[src/rtl/boot_mirror_pkg.sv]
package boot_mirror_pkg;

  typedef enum logic [2:0] {
    ST_IDLE,
    ST_COPY_REQ,
    ST_COPY_WAIT,
    ST_NEXT,
    ST_DONE
  } loadState_t;

  typedef struct packed {
    logic clearIndex;
    logic advanceIndex;
    logic captureWord;
  } dpStrobe_t;

endpackage

[src/rtl/boot_mirror_ctrl.sv]
module boot_mirror_ctrl
  import boot_mirror_pkg::*;
(
  input  logic      clk,
  input  logic      rstN,
  input  logic      busAck,
  input  logic      lastWord,
  output dpStrobe_t strb,
  output logic      busReq,
  output logic      copyDone,
  output logic      fastRstN,
  output logic      origCpuRst
);

  loadState_t state, stateNext;

  always_comb begin
    stateNext = state;
    strb      = '0;
    unique case (state)
      ST_IDLE: begin
        strb.clearIndex = 1'b1;
        stateNext       = ST_COPY_REQ;
      end
      ST_COPY_REQ, ST_COPY_WAIT: begin
        if (busAck) begin
          strb.captureWord = 1'b1;
          stateNext        = ST_NEXT;
        end else begin
          stateNext = ST_COPY_WAIT;
        end
      end
      ST_NEXT: begin
        if (lastWord) begin
          stateNext = ST_DONE;
        end else begin
          strb.advanceIndex = 1'b1;
          stateNext         = ST_COPY_REQ;
        end
      end
      ST_DONE: stateNext = ST_DONE;
      default: stateNext = ST_IDLE;
    endcase
  end

  always_ff @(posedge clk or negedge rstN) begin
    if (!rstN) state <= ST_IDLE;
    else       state <= stateNext;
  end

  assign busReq   = (state == ST_COPY_REQ) || (state == ST_COPY_WAIT);
  assign copyDone = (state == ST_DONE);

  always_ff @(posedge clk or negedge rstN) begin
    if (!rstN) begin
      fastRstN   <= 1'b0;
      origCpuRst <= 1'b1;
    end else begin
      origCpuRst <= 1'b1;
      if (copyDone) fastRstN <= 1'b1;
    end
  end


  req_hold_chk: assert property (@(posedge clk) disable iff (!rstN)
    (busReq && !busAck) |=> busReq);


  done_stable_chk: assert property (@(posedge clk) disable iff (!rstN)
    copyDone |=> copyDone);


  no_req_after_done_chk: assert property (@(posedge clk) disable iff (!rstN)
    copyDone |-> !busReq);


  fast_release_chk: assert property (@(posedge clk) disable iff (!rstN)
    $rose(copyDone) |=> $rose(fastRstN));


  fast_hold_chk: assert property (@(posedge clk) disable iff (!rstN)
    fastRstN |=> fastRstN);


  fast_gated_chk: assert property (@(posedge clk) disable iff (!rstN)
    !copyDone |-> !fastRstN);

endmodule

[src/rtl/boot_mirror_dp.sv]
module boot_mirror_dp
  import boot_mirror_pkg::*;
#(
  parameter int ADDR_W     = 16,
  parameter int DATA_W     = 16,
  parameter int COPY_WORDS = 8
) (
  input  logic              clk,
  input  logic              rstN,
  input  dpStrobe_t         strb,
  input  logic [ADDR_W-1:0] srcBase,
  input  logic [ADDR_W-1:0] dstBase,
  input  logic [DATA_W-1:0] busData,
  output logic [ADDR_W-1:0] busAddr,
  output logic              lastWord,
  output logic              mirWe,
  output logic [ADDR_W-1:0] mirAddr,
  output logic [DATA_W-1:0] mirData
);

  localparam int IDX_W = (COPY_WORDS > 1) ? $clog2(COPY_WORDS) : 1;
  localparam logic [IDX_W-1:0] LAST_IDX = IDX_W'(COPY_WORDS - 1);

  logic [IDX_W-1:0]  wordIdx;
  logic [ADDR_W-1:0] idxWide;

  assign idxWide  = ADDR_W'(wordIdx);
  assign busAddr  = srcBase + idxWide;
  assign lastWord = (wordIdx == LAST_IDX);

  always_ff @(posedge clk or negedge rstN) begin
    if (!rstN) begin
      wordIdx <= '0;
    end else if (strb.clearIndex) begin
      wordIdx <= '0;
    end else if (strb.advanceIndex) begin
      wordIdx <= wordIdx + 1'b1;
    end
  end

  always_ff @(posedge clk or negedge rstN) begin
    if (!rstN) begin
      mirWe   <= 1'b0;
      mirAddr <= '0;
      mirData <= '0;
    end else begin
      mirWe <= strb.captureWord;
      if (strb.captureWord) begin
        mirAddr <= dstBase + idxWide;
        mirData <= busData;
      end
    end
  end


  idx_bound_chk: assert property (@(posedge clk) disable iff (!rstN)
    wordIdx <= LAST_IDX);


  single_write_chk: assert property (@(posedge clk) disable iff (!rstN)
    mirWe |=> !mirWe);

endmodule

[src/rtl/boot_mirror_loader.sv]
module boot_mirror_loader
  import boot_mirror_pkg::*;
#(
  parameter int ADDR_W     = 16,
  parameter int DATA_W     = 16,
  parameter int COPY_WORDS = 8
) (
  input  logic              clk,
  input  logic              rstN,
  input  logic [ADDR_W-1:0] srcBase,
  input  logic [ADDR_W-1:0] dstBase,
  output logic              busReq,
  output logic [ADDR_W-1:0] busAddr,
  input  logic              busAck,
  input  logic [DATA_W-1:0] busData,
  output logic              mirWe,
  output logic [ADDR_W-1:0] mirAddr,
  output logic [DATA_W-1:0] mirData,
  output logic              origCpuRst,
  output logic              fastRstN,
  output logic              copyDone
);

  dpStrobe_t strb;
  logic      lastWord;

  boot_mirror_ctrl u_ctrl (
    .clk        (clk),
    .rstN       (rstN),
    .busAck     (busAck),
    .lastWord   (lastWord),
    .strb       (strb),
    .busReq     (busReq),
    .copyDone   (copyDone),
    .fastRstN   (fastRstN),
    .origCpuRst (origCpuRst)
  );

  boot_mirror_dp #(
    .ADDR_W     (ADDR_W),
    .DATA_W     (DATA_W),
    .COPY_WORDS (COPY_WORDS)
  ) u_dp (
    .clk      (clk),
    .rstN     (rstN),
    .strb     (strb),
    .srcBase  (srcBase),
    .dstBase  (dstBase),
    .busData  (busData),
    .busAddr  (busAddr),
    .lastWord (lastWord),
    .mirWe    (mirWe),
    .mirAddr  (mirAddr),
    .mirData  (mirData)
  );


  orig_hold_chk: assert property (@(posedge clk) disable iff (!rstN)
    origCpuRst);


  write_follows_ack_chk: assert property (@(posedge clk) disable iff (!rstN)
    (busReq && busAck) |=> mirWe);


  idle_ack_chk: assert property (@(posedge clk) disable iff (!rstN)
    (!busReq && !mirWe) |=> !mirWe);

endmodule

[config.mk]
export PLATFORM = sky130hd
export DESIGN_NAME = boot_mirror_loader
export DESIGN_NICKNAME = d
export VERILOG_FILES = /design/src/rtl/boot_mirror_pkg.sv /design/src/rtl/boot_mirror_ctrl.sv /design/src/rtl/boot_mirror_dp.sv /design/src/rtl/boot_mirror_loader.sv
export SDC_FILE = /design/constraint.sdc
export NUM_CORES = 1
export LEC_CHECK = 0
export ABC_AREA = 1
export BUFFER_PORTS_ARGS = -buffer_cell sky130_fd_sc_hd__buf_2
export CAP_MARGIN = 20
export CORE_MARGIN = 3
export CORE_UTILIZATION = 48
export DETAILED_ROUTE_END_ITERATION = 7
export HOLD_SLACK_MARGIN = 0.08
export PLACE_DENSITY = 0.81
export SLEW_MARGIN = 10
export SYNTH_ARGS = -nofsm -noshare
export SYNTH_HDL_FRONTEND = slang
export SYNTH_SLANG_ARGS = --single-unit
export TNS_END_PERCENT = 10
[constraint.sdc]
create_clock -name clk -period 1.9 [get_ports clk]
set_input_delay 0.19 -clock clk [delete_from_list [all_inputs] [get_ports clk]]
set_output_delay 0.19 -clock clk [all_outputs]
set_load 0.01 [all_outputs]
==> impl_metrics.env, run 1 <==
export IMPL_power_leakage_nw=1.74
export IMPL_yosysSeqAreaShare_pct=41.8
export IMPL_setup_tns_ns=-0.528
export IMPL_critPathSlowestCell="dfrtp_1"
export IMPL_gp_congestion=0.854
export IMPL_setup_violations=9
export IMPL_routedWlPerCell_um=11.4
export IMPL_fin_crit_ns=2.04
export IMPL_start_util_pct=50.1
export IMPL_yosys_register_bits=40
export IMPL_syn_avg_cell_area_um2=7.66
export IMPL_cts_made_buffers=5
export IMPL_portBuffers=102
export IMPL_crit_type="reg2out"
export IMPL_finalHoldViolations=0
export IMPL_netlist_instances=313
export IMPL_critPathBufInv=1
export IMPL_violations="setup timing"
export IMPL_powerDensity_nw_per_um2=1360
export IMPL_synth_nets=374
export IMPL_hp_class="in2reg"
export IMPL_rows=25
export IMPL_crit_required_ns=1.71
export IMPL_dpl_cell_area_um2=2940
export IMPL_synth_edf_count=0
export IMPL_diodes=0
export IMPL_critPathMaxStageDelay_ns=0.39
export IMPL_vdd_drop_max_v=0.000637
export IMPL_fin_worst_skew_ns=0.00621
export IMPL_fin_crit_sh_pct=107
export IMPL_synthTopCellsByArea="dfrtp_1 42%, nand2_1 21%, nand3_1 4.4%"
export IMPL_fin_util_pct=65.8
export IMPL_crit_path_start_kind="flip-flop"
export IMPL_critical_path_top_delay_family="adder cells"
export IMPL_clkTransAtPathRegs_ns=0.08
export IMPL_yosysWarnings=0
export IMPL_power_total_mw=4.29
export IMPL_drt_iter0_markers=49
export IMPL_antenna_found_initial=0
export IMPL_synth_top_area_share_pct=41.8
export IMPL_ys_flop_type="dfrtp_1"
export IMPL_dieWidth_um=76.7
export IMPL_netlist_area_um2=2400
export IMPL_async_flop_share_pct=100
export IMPL_track_usage_pct=19.2
export IMPL_drive_gt1_share_pct=34.4
export IMPL_dieArea_um2=5880
export IMPL_slew_violations=0
export IMPL_grt_setup_unrepaired="yes"
export IMPL_synth_cell_type_count=30
export IMPL_synth_commonest_cells="135 x nand2_1, 40 x dfrtp_1, 22 x inv_1"
export IMPL_drc=0
export IMPL_fin_area_um2=3150
export IMPL_vias=2373
export IMPL_clk_latency_ns=0.28
export IMPL_ctsRootBufferMaster="clkbuf_8"
export IMPL_fmax_ghz=0.490
export IMPL_cts_path_max_buffers=2
export IMPL_grt_pass1_vias=2184
export IMPL_cts_sinks=40
export IMPL_grt_start_max_net_pins=41
export IMPL_grt_overflow=0
export IMPL_antenna_left=0
export IMPL_grt_pass1_wl_mm=9.34
export IMPL_path_max_fanout=4
export IMPL_drv_cap=0
export IMPL_status="complete, but fails checks"
export IMPL_num_nets_final=480
export IMPL_hold_ws_ns=0.0953
export IMPL_area_growth_pct=31.3
export IMPL_top_level_ports=104
export IMPL_yosysMostFrequentCell="nand2_1"
export IMPL_cts_tree="done"
export IMPL_drt_pass1_iter_count=4
export IMPL_setup_ws_ns=-0.142
export IMPL_cp_cell_sequence="ha_2 -> fa_2 -> nand2_2 -> nand2_4 -> nand3_4 -> nor2_2 -> and3_1 -> nor2_1 -> buf_2"
export IMPL_place_detailed_hpwl_mm=4.39
export IMPL_h_tree_depth=2
export IMPL_viasPerCell=4.88
export IMPL_wirelength_mm=5.54
export IMPL_endpoint_kind="output pin"
export IMPL_arrival_ns=1.85
export IMPL_die_height_um=76.7
export IMPL_yosysTopAreaCell="dfrtp_1"
export IMPL_coreArea_um2=4790
## power by group
group / internal (mW) / leakage (nW) / switching (mW)
clock network: 0.517 / 0.0642 / 0.272
registers: 1.26 / 0.494 / 0.225
logic: 0.812 / 1.18 / 1.20
## final timing paths
path | slack [ns] | cells past startpoint | from | endpoint
max | -0.14 | 9 | u_dp.wordIdx[0]$_DFFE_PN0P_ | busAddr[14]
min | 0.1 | 3 | busData[3] | u_dp.mirData[3]$_DFFE_PN0P_
max reg2reg | 0.12 | 12 | u_dp.wordIdx[0]$_DFFE_PN0P_ | u_dp.mirAddr[14]$_DFFE_PN0P_
min reg2reg | 0.46 | 1 | u_ctrl.fastRstN$_DFFE_PN0N_ | u_ctrl.fastRstN$_DFFE_PN0N_
max in group asynchronous | 1.05 | 3 | rstN | u_dp.wordIdx[1]$_DFFE_PN0P_
min in group asynchronous | 0.49 | 3 | rstN | u_dp.mirWe$_DFF_PN0_
## cell usage in the layout, fill, tap and decap left out, drive strengths merged
master and n:
xor2 10, o21bai 4, nand3b 2, clkinv 1, dfrtp 40, or2 2
bufinv 2, clkbuf 5, and3 1, o21ai 8, a21oi 3, inv 23
buf 106, xnor2 4, nand3 22, nor3 6, ha 8, dlygate4sd3 1
fa 2, conb 1, nor2 23, nand2 139, nand4 6
## per-layer routing
layer  vias up  share of wire (%)  track usage, %
met5         -                  0               0
met4         0                1.2            5.43
met3         8                7.2            3.76
met2        83                 49            33.6
met1      1079                 43            24.1
li1       1203                  -               -
## worst reg2reg max path, stage by stage (launching register included)
cell	delay, ns
dfrtp_1	0.36
buf_4	0.12
ha_2	0.17
inv_1	0.05
fa_2	0.35
inv_2	0.06
nand2_1	0.04
nand2_1	0.05
nand2_1	0.08
nor2_2	0.15
nand3_1	0.09
nand3_1	0.08
nand2_1	0.05
## cells by family after synthesis
logic type / synth area share (%)
adder cells (fa/ha/maj): 5.85
XOR/XNOR: 5.12
AND/OR/NAND/NOR: 36.3
flip-flops: 41.8
other: 0.157
AO/OA/AOI/OAI: 3.86
buffers and inverters: 6.94
## area by class of cell
type | count | area, um^2
Inverter | 24 | 90.1
Fill cell | 450 | 1640
Sequential cell | 40 | 1000
Tap cell | 67 | 83.8
Clock buffer | 5 | 68.8
Clock inverter | 2 | 60.1
Timing Repair Buffer | 107 | 551
Multi-Input combinational cell | 241 | 1290
## timing repair
action,CTS,global route
hold endpoints to repair,40,0
hold buffers,1,0
resized for setup,8,9
setup buffers,1,0
setup endpoints to repair,12,17
## per-stage QoR
| stage | cells | setup slack (ns) |
|---|---|---|
| floorplan | 313 | 0.131 |
| global placement | 477 | 0.0447 |
| detailed placement | 477 | -0.0139 |
| CTS | 486 | -0.165 |
| global route | 486 | -0.247 |
| finish | 486 | -0.142 |
## registers in the layout (all words and copies together), names as in the netlist
register and cells:
u_ctrl.fastRstN 1, u_ctrl.state 3, u_dp.mirAddr 16, u_dp.mirData 16, u_dp.mirWe 1, u_dp.wordIdx 3
Power figures use the tool's default switching activity.
==> run 2: changes to the inputs <==
--- a/config.mk
+++ b/config.mk
@@ -13,6 +13,7 @@
 export DETAILED_ROUTE_END_ITERATION = 7
 export HOLD_SLACK_MARGIN = 0.08
 export PLACE_DENSITY = 0.81
+export SKIP_CTS_REPAIR_TIMING = 1
 export SLEW_MARGIN = 10
 export SYNTH_ARGS = -nofsm -noshare
 export SYNTH_HDL_FRONTEND = slang
==> impl_metrics.env, run 2 (same netlist as run 1, synthesis figures left out) <==
export IMPL_die_height_um=76.7
export IMPL_routedWlPerCell_um=11.4
export IMPL_drt_pass1_iter_count=4
export IMPL_place_detailed_hpwl_mm=4.39
export IMPL_hp_class="in2reg"
export IMPL_path_max_fanout=4
export IMPL_gp_congestion=0.854
export IMPL_rr_worst_depth=12
export IMPL_drc=0
export IMPL_cts_sinks=40
export IMPL_power_leakage_nw=1.77
export IMPL_multi_input_comb_area_um2=1270
export IMPL_num_nets_final=481
export IMPL_fin_util_pct=65.6
export IMPL_dieArea_um2=5880
export IMPL_reg_largest_list="u_dp.mirAddr (16), u_dp.mirData (16)"
export IMPL_cp_cell_sequence="ha_2 -> fa_2 -> nand2_1 -> nand2_2 -> nand3_2 -> nor2_2 -> and3_1 -> nor2_1 -> buf_2"
export IMPL_cts_path_max_buffers=2
export IMPL_violations="setup timing"
export IMPL_r2r_start="u_dp.wordIdx[0]$_DFFE_PN0P_"
export IMPL_r2r_slack_ns=0.11
export IMPL_fin_worst_skew_ns=0.00621
export IMPL_clkTransAtPathRegs_ns=0.08
export IMPL_coreArea_um2=4790
export IMPL_setup_violations=11
export IMPL_vdd_drop_max_v=0.000636
export IMPL_min_from="busData[3]"
export IMPL_grt_pass1_vias=2145
export IMPL_wirelength_mm=5.58
export IMPL_area_growth_pct=31.0
export IMPL_portBuffers=102
export IMPL_endpoint_kind="output pin"
export IMPL_cts_tree="done"
export IMPL_slew_violations=0
export IMPL_status="complete, but fails checks"
export IMPL_clk_latency_ns=0.28
export IMPL_setup_ws_ns=-0.178
export IMPL_rows=25
export IMPL_antenna_left=0
export IMPL_worstHoldEndpoint="u_dp.mirData[3]$_DFFE_PN0P_"
export IMPL_whs_path_depth=3
export IMPL_critical_path_top_delay_family="adder cells"
export IMPL_track_usage_pct=18.9
export IMPL_hold_ws_ns=0.0950
export IMPL_h_tree_depth=2
export IMPL_dieWidth_um=76.7
export IMPL_arrival_ns=1.89
export IMPL_rr_endpoint="u_dp.mirAddr[14]$_DFFE_PN0P_"
export IMPL_top_level_ports=104
export IMPL_post_place_ws_ns=-0.0139
export IMPL_finalHoldViolations=0
export IMPL_grt_setup_unrepaired="yes"
export IMPL_drv_cap=0
export IMPL_grt_start_max_net_pins=41
export IMPL_drive_gt1_share_pct=34.0
export IMPL_ctsRootBufferMaster="clkbuf_8"
export IMPL_grt_pass1_wl_mm=9.21
export IMPL_crit_required_ns=1.71
export IMPL_seqCellArea_um2=1000
export IMPL_fin_crit_sh_pct=109
export IMPL_nFillCells=452
export IMPL_critPathSlowestCell="dfrtp_1"
export IMPL_powerDensity_nw_per_um2=1360
export IMPL_crit_type="reg2out"
export IMPL_crit_path_start_kind="flip-flop"
export IMPL_antenna_found_initial=0
export IMPL_critPathMaxStageDelay_ns=0.40
export IMPL_fmax_ghz=0.481
export IMPL_diodes=0
export IMPL_fin_crit_ns=2.08
export IMPL_grt_overflow=0
export IMPL_final_cell_mix="132 x nand2_1, 102 x buf_2, 39 x dfrtp_1"
export IMPL_cts_made_buffers=5
export IMPL_critPathBufInv=1
export IMPL_start_util_pct=50.1
export IMPL_drt_iter0_markers=51
export IMPL_vias=2385
export IMPL_viasPerCell=4.90
export IMPL_final_common_cell="nand2_1"
run 2: how the worst max path moves through the flow:
stage / startpoint / end / slack (ns) / cells past startpoint
CTS: u_dp.wordIdx[0]$_DFFE_PN0P_ / busAddr[14] / -0.33 / 9
detailed placement: u_dp.wordIdx[0]$_DFFE_PN0P_ / busAddr[14] / -0.01 / 9
global placement: u_dp.wordIdx[0]$_DFFE_PN0P_ / busAddr[14] / 0.04 / 9
finish: u_dp.wordIdx[0]$_DFFE_PN0P_ / busAddr[14] / -0.18 / 9
global route: u_dp.wordIdx[0]$_DFFE_PN0P_ / busAddr[14] / -0.29 / 9
floorplan: u_dp.wordIdx[0]$_DFFE_PN0P_ / busAddr[14] / 0.13 / 8
run 2: layout make-up:
cell class | instances | share of cell area, %
clock inverter | 2 | 1.91
inverter | 24 | 2.87
multi-input combinational | 241 | 40.6
clock buffer | 5 | 2.19
sequential | 40 | 31.9
timing repair buffer | 108 | 17.8
tap | 67 | 2.67
run 2: where the power goes:
group	switching [mW]	total [mW]	internal, mW
logic	1.19	1.99	0.799
registers	0.224	1.48	1.26
clock network	0.272	0.789	0.517
total	1.69	4.26	2.57
run 2: through the flow:
stage          instances  setup TNS (ns)  power, mW  area [um^2]
6_report             487          -0.877       4.26         3140
5_1_grt              487           -2.52       4.65         3140
4_1_cts              484           -1.98       4.26         3070
3_5_place_dp         477         -0.0139       3.45         2940
3_3_place_gp         477               0       3.38         2940
2_1_floorplan        313               0       2.77         2400
run 2: routing by layer:
metal  up-vias  global-route usage (%)  share of wire [%]
met2        91                    32.7                 49
met5         -                       0                  0
met4         0                    5.43                1.2
met1      1085                    24.1                 42
li1       1201                       -                  -
met3         8                    3.76                7.5
run 2: worst register-to-register path: stages (launching register included):
cell,delay [ns]
dfrtp_1,0.38
buf_4,0.13
ha_2,0.17
inv_1,0.05
fa_2,0.35
inv_2,0.06
nand2_1,0.04
nand2_1,0.05
nand2_1,0.08
nor2_2,0.15
nand3_1,0.09
nand3_1,0.08
nand2_1,0.05
